<file path="src/rtl/adc_seq_pkg.sv">
package adc_seq_pkg;
    typedef enum logic [1:0] {
        ST_PDOWN = 2'd0,
        ST_INIT  = 2'd1,
        ST_RUN   = 2'd2
    } seq_state_e;
endpackage

</file>
<file path="src/rtl/adc_pd_filter.sv">
// Synchronizes the active-low power-down request, then confirms it only
// after it has been seen low on two consecutive synchronized samples.
module adc_pd_filter #(
    parameter int SYNC_STAGES = 2
) (
    input  logic clk,
    input  logic rst_n,
    input  logic pd_n,
    output logic pd_low
);
    logic [SYNC_STAGES-1:0] sync_q, sync_d;
    logic                   hist_q, hist_d;

    always_comb begin
        sync_d = {sync_q[SYNC_STAGES-2:0], pd_n};
        hist_d = sync_q[SYNC_STAGES-1];
    end

    always_ff @(posedge clk or negedge rst_n) begin
        if (!rst_n) begin
            sync_q <= '0;
            hist_q <= 1'b0;
        end else begin
            sync_q <= sync_d;
            hist_q <= hist_d;
        end
    end

    assign pd_low = !sync_q[SYNC_STAGES-1] && !hist_q;
endmodule

</file>
<file path="src/rtl/adc_edge_det.sv">
// Brings the frame clock into the system domain and flags its rising edges.
module adc_edge_det #(
    parameter int SYNC_STAGES = 2
) (
    input  logic clk,
    input  logic rst_n,
    input  logic sig_i,
    output logic rise
);
    logic [SYNC_STAGES-1:0] sync_q, sync_d;
    logic                   prev_q, prev_d;

    always_comb begin
        sync_d = {sync_q[SYNC_STAGES-2:0], sig_i};
        prev_d = sync_q[SYNC_STAGES-1];
    end

    always_ff @(posedge clk or negedge rst_n) begin
        if (!rst_n) begin
            sync_q <= '0;
            prev_q <= 1'b0;
        end else begin
            sync_q <= sync_d;
            prev_q <= prev_d;
        end
    end

    assign rise = sync_q[SYNC_STAGES-1] && !prev_q;
endmodule

</file>
<file path="src/rtl/adc_sat.sv">
// Clamps a wide signed value to the nearest OUT_W-bit full-scale code.
module adc_sat #(
    parameter int IN_W  = 28,
    parameter int OUT_W = 24
) (
    input  logic [IN_W-1:0]  din,
    output logic [OUT_W-1:0] dout
);
    localparam int HEAD_W = IN_W - OUT_W + 1;
    localparam logic [OUT_W-1:0] POS_FS = {1'b0, {(OUT_W-1){1'b1}}};
    localparam logic [OUT_W-1:0] NEG_FS = {1'b1, {(OUT_W-1){1'b0}}};

    logic [HEAD_W-1:0] head;
    logic              fits;

    always_comb begin
        head = din[IN_W-1:OUT_W-1];
        fits = (head == '0) || (head == '1);
        if (fits)
            dout = din[OUT_W-1:0];
        else if (din[IN_W-1])
            dout = NEG_FS;
        else
            dout = POS_FS;
    end
endmodule

</file>
<file path="src/rtl/adc_wake_seq.sv">
module adc_wake_seq
    import adc_seq_pkg::*;
#(
    parameter int INIT_FRAMES = 4129,
    parameter int NUM_CH      = 2,
    parameter int IN_W        = 28,
    parameter int OUT_W       = 24,
    parameter int SYNC_STAGES = 2
) (
    input  logic                    clk,
    input  logic                    rst_n,
    input  logic                    pd_n,
    input  logic                    frame_clk,
    input  logic                    clocks_ok,
    input  logic [NUM_CH*IN_W-1:0]  smp_i,
    output logic                    dp_rst,
    output logic                    out_valid,
    output logic [NUM_CH*OUT_W-1:0] smp_o
);
    localparam int CNT_W = $clog2(INIT_FRAMES + 1);
    localparam int SMP_W = NUM_CH * OUT_W;
    localparam logic [CNT_W-1:0] CNT_END = CNT_W'(INIT_FRAMES);

    typedef struct packed {
        seq_state_e       st;
        logic [CNT_W-1:0] cnt;
        logic             vld;
        logic [SMP_W-1:0] smp;
    } seq_t;

    seq_t seq_d, seq_q;

    logic             pd_low;
    logic             fr_rise;
    logic             pd_req;
    logic [SMP_W-1:0] sat_w;

    adc_pd_filter #(.SYNC_STAGES(SYNC_STAGES)) u_pd (
        .clk    (clk),
        .rst_n  (rst_n),
        .pd_n   (pd_n),
        .pd_low (pd_low)
    );

    adc_edge_det #(.SYNC_STAGES(SYNC_STAGES)) u_frame (
        .clk   (clk),
        .rst_n (rst_n),
        .sig_i (frame_clk),
        .rise  (fr_rise)
    );

    for (genvar ch = 0; ch < NUM_CH; ch++) begin : g_ch
        adc_sat #(.IN_W(IN_W), .OUT_W(OUT_W)) u_sat (
            .din  (smp_i[ch*IN_W +: IN_W]),
            .dout (sat_w[ch*OUT_W +: OUT_W])
        );
    end

    assign pd_req = pd_low || !clocks_ok;

    always_comb begin
        seq_d = seq_q;
        unique case (seq_q.st)
            ST_PDOWN: begin
                seq_d.cnt = '0;
                if (!pd_req) seq_d.st = ST_INIT;
            end
            ST_INIT: begin
                if (fr_rise) begin
                    if (seq_q.cnt == CNT_END)
                        seq_d.st = ST_RUN;
                    else
                        seq_d.cnt = seq_q.cnt + 1'b1;
                end
            end
            ST_RUN:  seq_d.st = ST_RUN;
            default: seq_d.st = ST_PDOWN;
        endcase
        if (pd_req) begin
            seq_d.st  = ST_PDOWN;
            seq_d.cnt = '0;
        end
        seq_d.vld = (seq_d.st == ST_RUN);
        seq_d.smp = seq_d.vld ? sat_w : '0;
    end

    always_ff @(posedge clk or negedge rst_n) begin
        if (!rst_n) begin
            seq_q.st  <= ST_PDOWN;
            seq_q.cnt <= '0;
            seq_q.vld <= 1'b0;
            seq_q.smp <= '0;
        end else begin
            seq_q <= seq_d;
        end
    end

    assign dp_rst    = (seq_q.st == ST_PDOWN);
    assign out_valid = seq_q.vld;
    assign smp_o     = seq_q.smp;
endmodule

</file>
<file path="config.mk">
export PLATFORM = sky130hd
export DESIGN_NAME = adc_wake_seq
export DESIGN_NICKNAME = d
export VERILOG_FILES = /design/src/rtl/adc_seq_pkg.sv /design/src/rtl/adc_pd_filter.sv /design/src/rtl/adc_edge_det.sv /design/src/rtl/adc_sat.sv /design/src/rtl/adc_wake_seq.sv
export SDC_FILE = /design/constraint.sdc
export NUM_CORES = 1
export LEC_CHECK = 0
export CORE_ASPECT_RATIO = 0.6
export CORE_MARGIN = 4
export CORE_UTILIZATION = 35
export DETAILED_ROUTE_END_ITERATION = 10
export DONT_BUFFER_PORTS = 1
export HOLD_SLACK_MARGIN = 0.06
export PLACE_DENSITY_LB_ADDON = 0.1
export SYNTH_ARGS = -nofsm -noshare
export SYNTH_HDL_FRONTEND = slang
export SYNTH_SLANG_ARGS = --single-unit
</file>
<file path="constraint.sdc">
create_clock -name clk -period 1.75 [get_ports clk]
set_clock_uncertainty 0.1 [all_clocks]
set_input_delay 0 -clock clk [delete_from_list [all_inputs] [get_ports clk]]
set_output_delay 0 -clock clk [all_outputs]
set_load 0.01 [all_outputs]
</file>
==> metrics.md, run 1 <==
| Metric | Value |
|---|---|
| Outcome | `complete, but fails checks` |
| Failing checks | `negative setup slack` |
| Fillcell total | `764` |
| Static leakage | `0.00207 µW` |
| Starting Density | `between 30% and 40%` |
| Tot GR Track Use | `16.4%` |
| Max-slew violation count | `0` |
| Global-route wire length before repair | `~13,000 µm` |
| Post-Place Cells | `384` |
| Synthesized Nets | `roughly 370` |
| Min Tclk post-route | `1790 ps` |
| Via count | `2,353` |
| Die area | `10,500 µm²` |
| Antenna fix cells | `0` |
| Final hold violations | `0` |
| ANT nets after route | `0` |
| Num ports | `111` |
| Post-synth EDFFs | `0` |
| Initial DRC count | `107` |
| CTS H-tree depth | `3` |
| Die Y | `about 80 µm` |
| # setup viols final | `8` |
| Critical path launch point type | `register` |
| WL/cell | `16.2 µm` |
| Vias in the first global route | `roughly 2.5k` |
| Critical Path Start | `seq_q[53]` |
| Post-synthesis area per instance | `10.1 µm²` |
| GRT met3 Usage | `8.74%` |
| Clock share of power | `45.9%` |
| Overall power | `about 3700 µW` |
| Vias per inst | `about 4.7` |
| Dpl hpwl | `4560 µm` |
| Fin area | `4470 µm²` |
| Crit path capture type | `register` |
| Floorplan Core Area | `8590 µm²` |
| Largest net degree at the start of global routing | `71` |
| Critical path arrival | `1950 ps` |
| Clock-pin slew of the registers on the worst-case setup and hold paths | `60 ps` |
| Post-synthesis async set-or-reset flop share | `100%` |
| Final nets | `452` |
| Final Worst Setup Slack | `-43.3 ps` |
| Maximum fanout along the worst path | `7` |
| P_int | `2830 µW` |
| Clk_lat worst skew | `330 ps` |
| #FFs+latches synth | `70` |
| Std-Cell Rows | `26` |
| Maximum Capacitance Violations | `0` |
| Final cell count without fillers | `506` |
| Register Area | `1750 µm²` |
| Seq pwr share | `44.6%` |
| Commonest cells after routing, fill and taps aside | `dlygate4sd3_1 (99), nor2_1 (96), dfrtp_1 (69), buf_4 (26), nand2_1 (11)` |
| Global route total overflow | `0` |
| Yosys warns | `0` |
| Placer Congestion | `approximately 0.75` |
| Crit path kind | `reg2reg` |
| DIE WIDTH | `130 µm` |
| Met2 usage in global routing | `25.7%` |
| Port bufs | `0` |
| Share of layout cells above drive strength 1 | `around a fifth` |
| Relative slew slack | `69.0%` |
| Routing usage on met1 | `19.7%` |
| NetSw | `838 µW` |
| Worst vdd ir | `0.434 mV` |
| Unique masters post-synth | `36` |
| Register area share after synthesis | `56.3%` |
| Comb power frac | `under 10%` |
| CTS tree | `done` |
| Ys flop type | `dfrtp_1` |
| TritonCTS buffer count | `9` |
| Drt drc | `0` |
| Post-Synthesis Cell Area | `~3100 µm²` |
| Multi-input gate area | `1060 µm²` |
| Synth Instances | `roughly 310` |
| HP Class | `in2reg` |
| CP Data Required Time | `1900 ps` |
| Fmax | `558 MHz` |
| Area grow syn2layout | `43.8%` |
| Drt total wl | `around 8200 µm` |
| Cell Area, Placed | `between 2000 and 3000 µm²` |
| Most common cell after layout, fill and taps aside | `dlygate4sd3_1` |
| Initial antenna violation count | `0` |
| DR pass1 iterations | `4` |
| Hold path start | `smp_i[52]` |
| Clock tree root buffer cell | `clkbuf_16` |
| Power Density | `820 nW/µm²` |
| Critical R2R Launch | `seq_q[53]` |
| Crit share post-route | `102%` |
| GRT busiest layer | `met2` |
| Clk sinks | `70` |
| RSZ-0062 raised after global routing | `yes` |
| Tightest Pin Transition | `464 ps` |
| Sw Share | `22.9%` |
| CTS Buffer Depth | `2` |
==> cell usage after synthesis (4+ instances only) <==
master / count / area, µm²
buf_4: 48 / 360
buf_6: 5 / 56.3
nor4_1: 4 / 25.0
xnor2_1: 7 / 61.3
nand4_1: 4 / 25.0
clkbuf_1: 5 / 18.8
nor2_1: 105 / 394
nand2_1: 11 / 41.3
nand3_1: 5 / 25.0
dfrtp_1: 70 / 1750
==> stage by stage <==
| stage | setup slack [ps] | setup TNS [ps] | hold slack [ps] | utilization [%] |
|---|---|---|---|---|
| CTS | 2.17 | 0 | -755 | 50.3 |
| global placement | -244 | -10470 | -394 | 34.7 |
| global route | -113 | -3320 | 106 | 52.1 |
| finish | -43.3 | -101 | 93.3 | 52.1 |
| detailed placement | -234 | -9280 | -394 | 34.7 |
| floorplan | 48.8 | 0 | -396 | - |
==> critical path: stages, from the launching register on <==
cell and delay (ps):
dfrtp_2 430, nor4b_2 270, buf_4 170, a41o_4 340, nand3_2 210, nor2_1 190
==> per-layer routing <==
metal | wire length [µm] | part of all wire, % | vias up
li1 | - | - | 1111
met1 | 3570 | 44 | 1148
met2 | 3730 | 46 | 87
met3 | 813 | 9.9 | 7
met4 | 80 | 0.98 | 0
met5 | 0 | 0 | -
==> repair_timing <==
| action | in CTS | in global routing |
|---|---|---|
| resized for setup | 10 | 19 |
| endpoints found under the hold margin | 122 | 70 |
| gates cloned | 2 | 1 |
| pin swaps | 4 | 9 |
| buffers inserted | 0 | 3 |
| hold buffers | 98 | 2 |
| setup endpoints to repair | 49 | 52 |
==> worst paths after layout <==
path,slack (ps),endpoint,cells past startpoint
hold / removal,90,smp_o[32],4
setup / recovery,-40,smp_o[21],5
max in group asynchronous,1140,seq_q[53],2
hold reg to reg,250,u_frame.sync_q[1],0
min in group asynchronous,100,smp_o[42],2
setup reg to reg,-40,smp_o[21],5
==> kinds of logic (layout without fill, tap and decap cells) <==
group / after synthesis / after routing / share of synthesized area [%]
and+or+nand+nor: 153 / 156 / 23.1
DFF: 70 / 70 / 56.3
buffers and inverters: 63 / 146 / 14.7
AOI/OAI and AO/OA: 12 / 12 / 2.74
xor gates and xnor gates: 7 / 7 / 1.97
adders and majority gates: 2 / 2 / 0.805
muxes: 1 / 1 / 0.322
==> power by group through the flow <==
stage | Combinational, µW | Sequential (µW) | Clock, µW
global placement | 104 | 1660 | 0
floorplan | 75.8 | 1660 | 0
finish | 349 | 1630 | 1680
detailed placement | 102 | 1660 | 0
CTS | 292 | 1630 | 1720
global route | 386 | 1630 | 1810
==> flip-flops by register name (all words and copies together), names as in the netlist <==
name and count:
smp_o 48, seq_q 15, u_frame.sync_q 2, u_pd.sync_q 2, out_valid 1, u_frame.prev_q 1
u_pd.hist_q 1
==> area by class of cell <==
| cell class | instances | area share, % |
|---|---|---|
| sequential | 70 | 39.2 |
| timing repair buffer | 127 | 27.4 |
| multi-input combinational | 178 | 23.8 |
| clock buffer | 11 | 5.43 |
| tap | 112 | 3.13 |
| clock inverter | 5 | 0.756 |
| inverter | 3 | 0.252 |
Note: power is estimated with default switching activity, not from simulation.
==> run 2: changes to the inputs <==
PLACE_DENSITY_LB_ADDON = unset   (was 0.1)
==> metrics.md, run 2 (synthesis gave the netlist of run 1 again) <==
| Metric | Value |
|---|---|
| Port bufs | `0 (unchanged)` |
| Critical path launch point type | `register` |
| Most common cell after layout, fill and taps aside | `dlygate4sd3_1` |
| TritonCTS buffer count | `9 (unchanged)` |
| Starting Density | `36.2% (unchanged)` |
| CTS tree | `done` |
| DIE WIDTH | `130 µm (unchanged)` |
| Global route total overflow | `0 (unchanged)` |
| Vias in the first global route | `2,518 (-0.59%)` |
| Final Worst Setup Slack | `-50.2 ps (-6.96 ps)` |
| Via count | `2,407 (+2.3%)` |
| DR pass1 iterations | `6 (+2)` |
| Dpl hpwl | `4600 µm (+0.91%)` |
| ANT nets after route | `0 (unchanged)` |
| Commonest cells after routing, fill and taps aside | `dlygate4sd3_1 (93), nor2_1 (72), dfrtp_1 (70), nor2_2 (27), buf_4 (27)` |
| Clock-pin slew of the registers on the worst-case setup and hold paths | `60 ps (about the same)` |
| Critical path arrival | `1950 ps (about the same)` |
| Overall power | `4080 µW (+11%)` |
| Routing usage on met1 | `22.3% (+2.6 points)` |
| Max FFs per register | `48 (unchanged)` |
| Min Tclk post-route | `1800 ps (+6.96 ps)` |
| WL/cell | `17.3 µm (+6.6%)` |
| Cell count of the worst reg-to-reg path | `7 (+2)` |
| Tightest Pin Transition | `437 ps (-27.6 ps)` |
| Floorplan Core Area | `8590 µm² (unchanged)` |
| Clk_lat worst skew | `330 ps (about the same)` |
| Fmax | `555 MHz (-0.39%)` |
| Met2 usage in global routing | `25.8% (+0.10 points)` |
| Maximum fanout along the worst path | `7 (unchanged)` |
| Power Density | `889 nW/µm² (+8.5%)` |
| Worst vdd ir | `0.488 mV (+13%)` |
| Crit path capture type | `register` |
| Maximum Capacitance Violations | `0 (unchanged)` |
| Std-Cell Rows | `26 (unchanged)` |
| Fin Setup TNS | `-241 ps (-140 ps)` |
| Failing checks | `negative setup slack` |
| Outcome | `complete, but fails checks` |
| Fillcell total | `713 (-6.7%)` |
| Static leakage | `0.00208 µW (+0.32%)` |
| Die area | `10,500 µm² (unchanged)` |
| Placer Congestion | `0.846 (+13%)` |
| Max-slew violation count | `0 (unchanged)` |
| Die Y | `81.0 µm (unchanged)` |
| Num ports | `111 (unchanged)` |
| Crit path kind | `reg2reg` |
| Clock tree root buffer cell | `clkbuf_16` |
| Tot GR Track Use | `17.3% (+0.97 points)` |
| Worst r2r dst | `smp_o[5]` |
| Initial DRC count | `68 (-36%)` |
| Drt drc | `0 (unchanged)` |
| CTS Buffer Depth | `2 (unchanged)` |
| Initial antenna violation count | `1 (+1)` |
| Largest net degree at the start of global routing | `71 (unchanged)` |
| GRT busiest layer | `met2` |
| Antenna fix cells | `0 (unchanged)` |
| Final hold violations | `0 (unchanged)` |
| CP Data Required Time | `1900 ps (about the same)` |
| Reg-to-reg slack, setup | `-50 ps (about the same)` |
| Critical R2R Launch | `seq_q[50]` |
| GRT met3 Usage | `7.95% (-0.79 points)` |
| RSZ-0062 raised after global routing | `yes` |
| Relative slew slack | `70.8% (+1.8 points)` |
| Fin util | `53.4% (+1.3 points)` |
| Drt total wl | `8680 µm (+6.0%)` |
| Crit share post-route | `103% (+0.40 points)` |
| Clk sinks | `70 (unchanged)` |
| Vias per inst | `4.79 (+2.9%)` |
| Area grow syn2layout | `47.4%` |
| Share of layout cells above drive strength 1 | `25.8% (+6.5 points)` |
| HP Class | `in2async` |
| Global-route wire length before repair | `13,500 µm (+4.0%)` |
| CTS H-tree depth | `3 (unchanged)` |
| # setup viols final | `9 (+1)` |
| Final nets | `449 (-0.66%)` |
==> run 2: metrics by stage <==
step           area, µm²  setup WS (ps)  cells  hold WS (ps)
2_1_floorplan       3110           48.8    308          -396
3_3_place_gp        2970           -175    382          -394
3_5_place_dp        2970           -239    382          -394
4_1_cts             4320          -41.8    494          -746
5_1_grt             4580           -138    503           123
6_report            4580          -50.2    503           112
==> run 2: layout make-up <==
type | count | area (µm²) | share of cell area (%)
well taps | 112 | 140 | 3.06
repair buffers | 122 | 1180 | 25.8
multi-input cells | 180 | 1160 | 25.3
flip-flops and latches | 70 | 1750 | 38.2
inverters | 3 | 11.3 | 0.246
clock inverters | 5 | 106 | 2.32
clock buffers | 11 | 233 | 5.08
==> run 2: worst max-delay path by stage <==
stage	startpoint	cells past startpoint	endpoint	slack (ps)
6_report	seq_q[50]	7	smp_o[5]	-50
5_1_grt	seq_q[50]	7	smp_o[14]	-140
4_1_cts	seq_q[50]	7	smp_o[6]	-40
3_3_place_gp	seq_q[50]	6	smp_o[7]	-180
2_1_floorplan	seq_q[50]	7	smp_o[10]	50
3_5_place_dp	seq_q[50]	6	smp_o[34]	-240
==> run 2: layer usage <==
metal,part of all wire (%),vias to the layer above
li1,-,1110
met1,45,1190
met2,45,98
met3,9.1,9
met4,1.2,0
met5,0,-
==> run 2: timing repair <==
action / CTS / global route
resized for setup: 9 / 48
endpoints found under the hold margin: 123 / 70
hold buffers: 92 / 2
endpoints found under the setup margin: 50 / 56
setup buffers: 1 / 5
gates cloned: 3 / 2
pin swaps: 6 / 36
==> run 2: worst max-delay path: stages, from the launching register on <==
cell     delay [ps]
dfrtp_1         380
inv_2            80
ha_4            120
nor4b_4         220
a41o_2          310
buf_12          170
nand3_4         190
nor2_2          160
==> run 2: where the power goes <==
group          internal (µW)  leakage [µW]  total (µW)  switching (µW)
sequential              1630      0.000963        1640            7.27
combinational            199      0.000956         361             162
clock                   1400      0.000160        2080             683
total                   3220       0.00208        4080             852
